--- config.mk ---
export PLATFORM = sky130hd
export DESIGN_NAME = cfg_page_loader
export DESIGN_NICKNAME = d
export VERILOG_FILES = /design/src/rtl/cfg_ldr_pkg.sv /design/src/rtl/cfg_start_latch.sv /design/src/rtl/cfg_word_shifter.sv /design/src/rtl/cfg_page_seq.sv /design/src/rtl/cfg_page_loader.sv
export SDC_FILE = /design/constraint.sdc
export NUM_CORES = 1
export LEC_CHECK = 0
export ABC_AREA = 1
export BUFFER_PORTS_ARGS = -buffer_cell sky130_fd_sc_hd__buf_2
export CORE_MARGIN = 2
export CORE_UTILIZATION = 51
export DETAILED_ROUTE_END_ITERATION = 12
export GPL_TIMING_DRIVEN = 0
export PLACE_DENSITY = 0.8
export SYNTH_ARGS = -nofsm -noshare
export SYNTH_HDL_FRONTEND = slang
export SYNTH_SLANG_ARGS = --single-unit
--- constraint.sdc ---
create_clock -name clk -period 2.65 [get_ports clk]
set_input_delay 0.265 -clock clk [delete_from_list [all_inputs] [get_ports clk]]
set_output_delay 0.265 -clock clk [all_outputs]
set_load 0.01 [all_outputs]
--- src/rtl/cfg_ldr_pkg.sv ---
package cfg_ldr_pkg;
  typedef enum logic [2:0] {
    LD_IDLE,
    LD_DSC_A,
    LD_DSC_L,
    LD_DSC_CHK,
    LD_FETCH,
    LD_WAIT,
    LD_SHIFT
  } ld_state_e;
endpackage

--- src/rtl/cfg_start_latch.sv ---
module cfg_start_latch #(
  parameter int PAGE_W = 3
) (
  input  logic              clk,
  input  logic              rst,
  input  logic              start_i,
  input  logic              abort_i,
  input  logic              idle_i,
  input  logic [PAGE_W-1:0] page_i,
  input  logic              mode_i,
  output logic              go_o,
  output logic [PAGE_W-1:0] page_o,
  output logic              mode_o
);
  logic              start_q;
  logic [PAGE_W-1:0] page_q;
  logic              mode_q;

  // a start edge only counts in idle and when no abort is pending
  assign go_o = start_i && !start_q && idle_i && !abort_i;

  always_ff @(posedge clk) begin
    if (rst) begin
      start_q <= 1'b0;
      page_q  <= '0;
      mode_q  <= 1'b0;
    end else begin
      start_q <= start_i;
      if (go_o) begin
        page_q <= page_i;
        mode_q <= mode_i;
      end
    end
  end

  assign page_o = page_q;
  assign mode_o = mode_q;
endmodule

--- src/rtl/cfg_word_shifter.sv ---
module cfg_word_shifter #(
  parameter int WORD_W = 32,
  parameter int BYTE_W = 8
) (
  input  logic              clk,
  input  logic              rst,
  input  logic              clear_i,
  input  logic              load_i,
  input  logic [WORD_W-1:0] word_i,
  input  logic              par_i,
  input  logic              ready_i,
  output logic              valid_o,
  output logic [BYTE_W-1:0] data_o,
  output logic              last_o
);
  localparam int SER_CNT = WORD_W;
  localparam int PAR_CNT = WORD_W / BYTE_W;
  localparam int CNT_W   = $clog2(WORD_W + 1);

  logic [WORD_W-1:0] sh_q;
  logic [CNT_W-1:0]  cnt_q;
  logic              par_q;
  logic              accept;

  assign valid_o = (cnt_q != '0);
  assign accept  = valid_o && ready_i;
  assign last_o  = accept && (cnt_q == CNT_W'(1));

  generate
    if (BYTE_W > 1) begin : g_wide
      assign data_o = par_q ? sh_q[WORD_W-1 -: BYTE_W]
                            : {{(BYTE_W-1){1'b0}}, sh_q[WORD_W-1]};
    end else begin : g_narrow
      assign data_o = sh_q[WORD_W-1 -: BYTE_W];
    end
  endgenerate

  always_ff @(posedge clk) begin
    if (rst || clear_i) begin
      sh_q  <= '0;
      cnt_q <= '0;
      par_q <= 1'b0;
    end else if (load_i) begin
      sh_q  <= word_i;
      cnt_q <= par_i ? CNT_W'(PAR_CNT) : CNT_W'(SER_CNT);
      par_q <= par_i;
    end else if (accept) begin
      sh_q  <= par_q ? (sh_q << BYTE_W) : (sh_q << 1);
      cnt_q <= cnt_q - 1'b1;
    end
  end
endmodule

--- src/rtl/cfg_page_seq.sv ---
module cfg_page_seq
  import cfg_ldr_pkg::*;
#(
  parameter int MEM_WORDS = 1024,
  parameter int AW        = $clog2(MEM_WORDS),
  parameter int WORD_W    = 32,
  parameter int PAGE_W    = 3
) (
  input  logic              clk,
  input  logic              rst,
  input  logic              abort_i,
  input  logic              go_i,
  input  logic [PAGE_W-1:0] page_i,
  input  logic [WORD_W-1:0] rd_data_i,
  input  logic              ser_last_i,
  output logic              rd_en_o,
  output logic [AW-1:0]     rd_addr_o,
  output logic              ser_load_o,
  output logic              busy_o,
  output logic              done_o,
  output logic              err_o
);
  localparam logic [WORD_W:0] LIMIT = (WORD_W+1)'(MEM_WORDS);

  ld_state_e         state_q;
  logic [AW-1:0]     addr_q;
  logic [WORD_W-1:0] left_q;
  logic [WORD_W-1:0] start_q;
  logic              done_q;
  logic              err_q;
  logic [AW-1:0]     dsc_addr;
  logic              bad_dsc;

  // entry n: start word at 2n, length word at 2n+1
  assign dsc_addr = AW'({page_i, 1'b0});
  assign bad_dsc  = (rd_data_i == '0) ||
                    (({1'b0, start_q} + {1'b0, rd_data_i}) > LIMIT);

  always_comb begin
    rd_en_o   = 1'b0;
    rd_addr_o = addr_q;
    case (state_q)
      LD_DSC_A: begin rd_en_o = 1'b1; rd_addr_o = dsc_addr; end
      LD_DSC_L: begin rd_en_o = 1'b1; rd_addr_o = dsc_addr | AW'(1); end
      LD_FETCH: begin rd_en_o = 1'b1; rd_addr_o = addr_q; end
      default:  ;
    endcase
  end

  assign ser_load_o = (state_q == LD_WAIT);
  assign busy_o     = (state_q != LD_IDLE);
  assign done_o     = done_q;
  assign err_o      = err_q;

  always_ff @(posedge clk) begin
    if (rst) begin
      state_q <= LD_IDLE;
      addr_q  <= '0;
      left_q  <= '0;
      start_q <= '0;
      done_q  <= 1'b0;
      err_q   <= 1'b0;
    end else if (abort_i) begin
      state_q <= LD_IDLE;
      done_q  <= 1'b0;
      err_q   <= 1'b0;
    end else begin
      done_q <= 1'b0;
      case (state_q)
        LD_IDLE: if (go_i) begin
          state_q <= LD_DSC_A;
          err_q   <= 1'b0;
        end
        LD_DSC_A: state_q <= LD_DSC_L;
        LD_DSC_L: begin
          start_q <= rd_data_i;
          state_q <= LD_DSC_CHK;
        end
        LD_DSC_CHK: begin
          if (bad_dsc) begin
            err_q   <= 1'b1;
            state_q <= LD_IDLE;
          end else begin
            left_q  <= rd_data_i;
            addr_q  <= start_q[AW-1:0];
            state_q <= LD_FETCH;
          end
        end
        LD_FETCH: begin
          addr_q  <= addr_q + 1'b1;
          state_q <= LD_WAIT;
        end
        LD_WAIT: begin
          left_q  <= left_q - 1'b1;
          state_q <= LD_SHIFT;
        end
        LD_SHIFT: if (ser_last_i) begin
          if (left_q == '0) begin
            done_q  <= 1'b1;
            state_q <= LD_IDLE;
          end else begin
            state_q <= LD_FETCH;
          end
        end
        default: state_q <= LD_IDLE;
      endcase
    end
  end
endmodule

--- src/rtl/cfg_page_loader.sv ---
module cfg_page_loader #(
  parameter int MEM_WORDS = 1024,
  parameter int AW        = $clog2(MEM_WORDS),
  parameter int WORD_W    = 32,
  parameter int BYTE_W    = 8,
  parameter int PAGE_W    = 3
) (
  input  logic              clk,
  input  logic              rst,
  input  logic              start_i,
  input  logic              reconfig_i,
  input  logic [PAGE_W-1:0] page_sel_i,
  input  logic              par_mode_i,
  output logic              mem_rd_en_o,
  output logic [AW-1:0]     mem_addr_o,
  input  logic [WORD_W-1:0] mem_rd_data_i,
  output logic              out_valid_o,
  output logic [BYTE_W-1:0] out_data_o,
  input  logic              out_ready_i,
  output logic              busy_o,
  output logic              done_o,
  output logic              err_o
);
  logic              go;
  logic [PAGE_W-1:0] page_q;
  logic              mode_q;
  logic              ser_load;
  logic              ser_last;

  cfg_start_latch #(.PAGE_W(PAGE_W)) u_latch (
    .clk     (clk),
    .rst     (rst),
    .start_i (start_i),
    .abort_i (reconfig_i),
    .idle_i  (!busy_o),
    .page_i  (page_sel_i),
    .mode_i  (par_mode_i),
    .go_o    (go),
    .page_o  (page_q),
    .mode_o  (mode_q)
  );

  cfg_page_seq #(
    .MEM_WORDS (MEM_WORDS),
    .AW        (AW),
    .WORD_W    (WORD_W),
    .PAGE_W    (PAGE_W)
  ) u_seq (
    .clk        (clk),
    .rst        (rst),
    .abort_i    (reconfig_i),
    .go_i       (go),
    .page_i     (page_q),
    .rd_data_i  (mem_rd_data_i),
    .ser_last_i (ser_last),
    .rd_en_o    (mem_rd_en_o),
    .rd_addr_o  (mem_addr_o),
    .ser_load_o (ser_load),
    .busy_o     (busy_o),
    .done_o     (done_o),
    .err_o      (err_o)
  );

  cfg_word_shifter #(.WORD_W(WORD_W), .BYTE_W(BYTE_W)) u_shift (
    .clk     (clk),
    .rst     (rst),
    .clear_i (reconfig_i),
    .load_i  (ser_load),
    .word_i  (mem_rd_data_i),
    .par_i   (mode_q),
    .ready_i (out_ready_i),
    .valid_o (out_valid_o),
    .data_o  (out_data_o),
    .last_o  (ser_last)
  );
endmodule

==> summary.txt, run 1 <==
Detailed routing
  – Routed wire length: 30300 um
  – Routed Antenna Nets: 0
  – Via count: 10795
  – Post-route DRC: 0
  – DRT Pass-1 Iters: 5
  – WL/cell: 15.7 um
  – Vias per Instance: 5.59
  – Detailed Route Iter0 Violations: 995

Pwr
  – Clock share of power: 0.508
  – Sw frac: 0.248
  – Internal Power: 3680 uW
  – Sw power: 1210 uW
  – Combinational power share: 0.107
  – Leakage: 0.00527 uW
  – Sequential power share: 0.384
  – Cell Pwr Density: 438 nW/um2
  – Worst IR drop on VDD: 0.480 mV
  – Total power: 4890 uW

Global routing
  – Global routing met1 resource utilization: 0.378
  – Global-route met2 utilization: 0.504
  – GRT busiest layer: met2
  – Vias in the first global route: 9805
  – Initial antenna violation count: 0
  – Largest net degree at the start of global routing: 17
  – First-pass GRT wire length: 47300 um
  – M3 GR Usage: 0.0530
  – Remaining Overflow, GRT: 0
  – GRT Total Usage: 0.300

Yosys
  – Simple-Gate Fraction of Synth Area: 0.383
  – Synth area leaders: dfxtp_1 27%, nand2_1 21%, inv_1 9.2%
  – Top cells by count, synth: 508 x nand2_1, 225 x inv_1, 185 x nor2_1, 129 x o21ai_0, 123 x dfxtp_1
  – Most frequent cell after synthesis: nand2_1
  – Library cells used by synthesis: 43
  – Synth area leader: dfxtp_1
  – Sequential element share of the synthesized area: 0.267
  – Synth Area in Compound Gates: 0.165
  – Seq cells post-synth: 123
  – Cells after Synth: 1591
  – Adder-cell share of the synthesized area: 0.0537
  – Prevailing post-synth register cell: dfxtp_1
  – Mapped Avg Cell Area: 5.80 um2
  – Largest family of logic cells by synthesized area: simple AND/OR/NAND/NOR gates
  – Mux contribution to synthesized area: 0
  – Syn_nets: 1671
  – Synth Cell Area: 9230 um2
  – Post-Synth XOR/XNOR Area: 0.0152
  – Number of synthesized flops with an enable pin: 0
  – Top cell type's share of synthesized area: 0.267
  – YS warnings: 0
  – Asr flop ratio synth: 0

STA
  – Final WS setup: -294 ps
  – Max-slew violation count: 0
  – Fin crit share: 1.11
  – Setup_tns: -9020 ps
  – FMAX: 340 MHz
  – Hold slack final: 49.8 ps
  – Slew Limit Headroom: 0.495
  – RSZ-0062 raised after global routing: true
  – Clk_skew: 9.53 ps
  – Final worst path period need: 2940 ps
  – Final Hold Viols: 0
  – Worst Max-Slew Pin Slew: 758 ps
  – Count of final setup violators: 43

Flow run
  – Maxcap violations: 0

Setup path
  – Req. time, crit path: 3000 ps
  – Critical Path Fanout Max: 8
  – Worst Path Class, Setup: reg2reg
  – CP bufs+invs: 2
  – WP data arrival: 3300 ps
  – Critical Path Slowest Stage Cell: fa_2
  – Crit start category: flop
  – Largest stage delay, worst path: 430 ps
  – Crit-path leading delay family: simple AND/OR/NAND/NOR gates
  – Worst setup EP type: flop
  – Critical Path, Cell by Cell: ha_4, fa_2, or2_4, a21oi_2, nand2_1, nor2_1, nand3_1, nor2_1, nand2_1, nor2_1, nand2_1, a21oi_2, nand2_4, a21boi_4, buf_12, buf_8, nand2_2, a21oi_1

Placement
  – Placed cell area: 9830 um2
  – DPL Wire Length: 22000 um
  – Gpl congestion: 0.954
  – Number of buffers added on ports: 63

Layout
  – Share of cells above drive strength 1: 0.141
  – Synth-to-layout area growth: 21.1%
  – Final Net Count: 1771
  – Post-route cell area: 11200 um2
  – N_diodes: 0

Floorplan
  – Core area: 17800 um2
  – Die Wd: 138 um
  – Die area: 19200 um2
  – # rows: 49
  – Initial core utilization: 0.517
  – IO Count: 64
  – Die Y: 138 um

Status
  – Failing checks: negative setup slack
  – Status: finished with violations

Clocking
  – Clock Tree Root: clkbuf_16
  – Num Clock Sinks: 123
  – Clock Latency Late Sink: 440 ps
  – H-tree depth: 4
  – CTS Buf Count: 17
  – CTS tree: yes
  – Clock buffer depth: 2
  – Clk pin slew, worst setup/hold paths: 60 ps

Hold path
  – Tightest Hold Check Type: in2reg
[flip-flops by register name, summed over array words and instances, names as in the netlist]
| signal | flops |
|---|---|
| u_seq.start_q | 32 |
| u_seq.state_q | 3 |
| u_latch.page_o | 3 |
| u_shift.sh_q | 32 |
| u_seq.done_o | 1 |
| u_shift.par_q | 1 |
| u_latch.start_q | 1 |
| u_seq.err_o | 1 |
| u_latch.mode_o | 1 |
| u_seq.left_q | 32 |
| u_shift.cnt_q | 6 |
| u_seq.addr_q | 10 |
[cell usage in the layout (no fill, tap or decap), drive strengths merged]
cell,n
nand2,517
inv,226
nor2,194
o21ai,136
dfxtp,123
a21oi,88
buf,88
nand3,72
clkbuf,68
ha,38
a31oi,36
nor3,20
nand4,15
nor4,15
xor2,11
nand3b,10
o31ai,7
xnor2,5
clkinv,5
or2,5
o21bai,4
bufinv,4
a2bb2oi,3
and2,2
nor3b,2
o22ai,2
o21a,2
a311oi,2
a21boi,1
fa,1
clkinvlp,1
[final timing paths]
kind	start	to	depth (start not counted)	slack (ps)
min reg2reg	u_seq.start_q[26]	u_seq.start_q[26]	2	460
max reg2reg	u_seq.start_q[0]	u_seq.left_q[30]	18	-290
min	start_i	u_latch.start_q	3	50
max	u_seq.start_q[0]	u_seq.left_q[30]	18	-290
[per-layer routing]
metal / share of wire / routed length (um)
met5: 0 / 0
met4: 0.034 / 1030
met3: 0.087 / 2620
met2: 0.47 / 14400
met1: 0.41 / 12300
[repair_timing]
action | 4_1_cts | 5_1_grt
buffers inserted | 6 | 6
endpoints found under the setup margin | 44 | 81
gates resized for setup | 42 | 121
gates cloned | 3 | 3
hold buffers | 0 | 0
pin swaps | 9 | 31
[final cells by class]
| type | instances | area [um2] |
|---|---|---|
| Inverter | 229 | 860 |
| Clock inverter | 7 | 138 |
| Buffer | 51 | 256 |
| Tap cell | 229 | 287 |
| Timing Repair Buffer | 81 | 523 |
| Multi-Input combinational cell | 1188 | 6160 |
| Fill cell | 1661 | 6670 |
| Sequential cell | 123 | 2460 |
| Clock buffer | 24 | 482 |
[power by group through the flow]
| stage | Sequential [uW] | Clock [uW] | Combinational (uW) |
|---|---|---|---|
| floorplan | 1910 | 0 | 286 |
| global placement | 1920 | 0 | 448 |
| detailed placement | 1920 | 0 | 456 |
| CTS | 1880 | 2480 | 468 |
| global route | 1880 | 2550 | 576 |
| finish | 1880 | 2490 | 524 |
[worst reg2reg max path: stages, from the launching register on]
cell	delay, ps
dfxtp_2	350
ha_4	150
fa_2	430
or2_4	260
a21oi_2	90
nand2_1	50
nor2_1	120
nand3_1	90
nor2_1	110
nand2_1	70
nor2_1	100
nand2_1	70
a21oi_2	170
nand2_4	120
a21boi_4	190
buf_12	160
buf_8	150
nand2_2	60
a21oi_1	140
[logic make-up (layout without fill, tap and decap cells)]
group	after synthesis	in the layout
AO/OA/AOI/OAI	281	281
XOR/XNOR	16	16
adder cells (fa/ha/maj)	39	39
buffers and inverters	280	392
flip-flops	123	123
AND/OR/NAND/NOR	852	852
[metrics by stage]
stage	setup slack (ps)	utilization	instances
4_1_cts	-198	0.598	1923
3_5_place_dp	-705	0.551	1883
5_1_grt	-391	0.626	1932
2_1_floorplan	2.25	-	1591
6_report	-294	0.626	1932
3_3_place_gp	-695	0.551	1883
Power figures use the tool's default switching activity.
==> run 2: changes to the inputs <==
--- a/config.mk
+++ b/config.mk
@@ -6,12 +6,12 @@
 export NUM_CORES = 1
 export LEC_CHECK = 0
 export ABC_AREA = 1
-export BUFFER_PORTS_ARGS = -buffer_cell sky130_fd_sc_hd__buf_2
 export CORE_MARGIN = 2
 export CORE_UTILIZATION = 51
 export DETAILED_ROUTE_END_ITERATION = 12
+export DONT_BUFFER_PORTS = 1
 export GPL_TIMING_DRIVEN = 0
-export PLACE_DENSITY = 0.8
+export PLACE_DENSITY = 0.77
 export SYNTH_ARGS = -nofsm -noshare
 export SYNTH_HDL_FRONTEND = slang
 export SYNTH_SLANG_ARGS = --single-unit
==> summary.txt, run 2 (synthesis results as in run 1) <==
Layout
  – Final Net Count: 1714
  – Synth-to-layout area growth: 17.1%
  – Most common cell after layout, fill and taps aside: nand2_1
  – Commonest non-fill, non-tap cells in the layout: 485 x nand2_1, 225 x inv_1, 169 x nor2_1, 122 x dfxtp_1, 116 x o21ai_0
  – Largest regs: u_seq.left_q x32, u_seq.start_q x32, u_shift.sh_q x32
  – Share of cells above drive strength 1: 0.100
  – Reg area: 2460 um2
  – N_diodes: 0
  – Post-route cell area: 10800 um2
  – # fillers: 1700
  – Area used by multi-input combinational logic: 6110 um2

Hold path
  – Tightest Hold Check Type: in2reg

STA
  – Fin crit share: 1.07
  – Clk_skew: 10.6 ps
  – Count of final setup violators: 43
  – Hold slack final: 8.11 ps
  – Max-slew violation count: 0
  – Slew Limit Headroom: 0.518
  – Final worst path period need: 2840 ps
  – FMAX: 351 MHz
  – RSZ-0062 raised after global routing: true
  – Final Hold Viols: 0
  – Setup_tns: -6060 ps
  – Worst Max-Slew Pin Slew: 723 ps
  – Final WS setup: -195 ps

Status
  – Status: finished with violations
  – Failing checks: negative setup slack

Clocking
  – H-tree depth: 4
  – Num Clock Sinks: 123
  – Clk pin slew, worst setup/hold paths: 60 ps
  – Clock Latency Late Sink: 430 ps
  – CTS Buf Count: 17
  – CTS tree: yes
  – Clock buffer depth: 2
  – Clock Tree Root: clkbuf_16

Global routing
  – Remaining Overflow, GRT: 0
  – GRT Total Usage: 0.305
  – Initial antenna violation count: 0
  – Vias in the first global route: 9464
  – First-pass GRT wire length: 47700 um
  – Largest net degree at the start of global routing: 17

Detailed routing
  – Routed Antenna Nets: 0
  – Vias per Instance: 5.55
  – Detailed Route Iter0 Violations: 907
  – WL/cell: 15.9 um
  – Post-route DRC: 0
  – Via count: 10403
  – Routed wire length: 29900 um
  – DRT Pass-1 Iters: 5

Floorplan
  – # rows: 49
  – Die Wd: 138 um
  – IO Count: 64
  – Die area: 19200 um2
  – Die Y: 138 um
  – Initial core utilization: 0.517
  – Core area: 17800 um2

Placement
  – Gpl congestion: 0.960
  – Placed cell area: 9510 um2
  – Number of buffers added on ports: 0
  – DPL Wire Length: 22000 um
  – Worst slack at placement: -512 ps

Setup path
  – Crit start category: flop
  – Worst Path Class, Setup: reg2reg
  – WP data arrival: 3200 ps
  – Req. time, crit path: 3000 ps
  – Critical Path Fanout Max: 10
  – Worst setup EP type: flop

Pwr
  – Leakage: 0.00494 uW
  – Worst IR drop on VDD: 0.371 mV
  – Cell Pwr Density: 429 nW/um2

Flow run
  – Maxcap violations: 0
## run 2: cell types whose count changed in the layout (fill, tap and decap cells not counted), moves of 4 or more
cell           change
nor2_2             -4
nand2_2            -5
nor2_1             +4
o21ai_2            +5
nand2_1            +8
clkbuf_1           -4
buf_2             -63
dlygate4sd3_1     +10
## run 2: repair_timing
action / CTS / global route
hold buffers: 10 / 0
buffers inserted: 9 / 3
endpoints found under the setup margin: 64 / 85
endpoints found under the hold margin: 11 / 0
gates cloned: 2 / 0
resized for setup: 60 / 76
pin swaps: 18 / 8
## run 2: final cells by class
| cell class | count | area share |
|---|---|---|
| Multi-Input combinational cell | 1188 | 0.566 |
| Sequential cell | 123 | 0.228 |
| Inverter | 229 | 0.0796 |
| Clock buffer | 18 | 0.0407 |
| Tap cell | 229 | 0.0265 |
| Buffer | 51 | 0.0239 |
| Timing Repair Buffer | 24 | 0.0221 |
| Clock inverter | 14 | 0.0136 |
## run 2: where the power goes
part / leakage, uW / total (uW) / internal (uW) / switching, uW
clock: 0.000282 / 2320 / 1410 / 912
sequential: 0.000992 / 1880 / 1870 / 11.8
combinational: 0.00367 / 437 / 157 / 280
## run 2: per-stage QoR
step | utilization | cells | power [uW]
floorplan | - | 1591 | 2200
global placement | 0.533 | 1820 | 2280
detailed placement | 0.533 | 1820 | 2290
CTS | 0.589 | 1873 | 4610
global route | 0.605 | 1876 | 4770
finish | 0.605 | 1876 | 4640
## run 2: path summary, 6_finish.rpt
check	from	endpoint	slack [ps]	depth (start not counted)
worst max-delay path	u_seq.start_q[14]	u_seq.left_q[23]	-190	16
worst min-delay path	mem_rd_data_i[28]	u_shift.sh_q[28]	8	2
worst max register to register	u_seq.start_q[14]	u_seq.left_q[23]	-190	16
worst min register to register	u_seq.start_q[13]	u_seq.start_q[13]	460	2
## run 2: worst max-delay path: stages, from the launching register on
cell and delay, ps:
dfxtp_1 320, ha_2 400, nand2_2 100, nor2_2 220, nand2_1 130, nor4_1 180, nand2_1 110, nand3_1 90
nand2_1 70, nor2_2 120, nand3_1 120, nor2_4 170, nand2_4 100, a21boi_4 260, buf_6 190, nand2_1 70
a21oi_1 120
## run 2: routing by layer
metal	wire [um]	global-route usage	vias up
li1	-	-	5172
met5	0	0	-
met4	1090	0.127	0
met2	13900	0.505	393
met3	1940	0.0575	76
met1	12900	0.391	4762
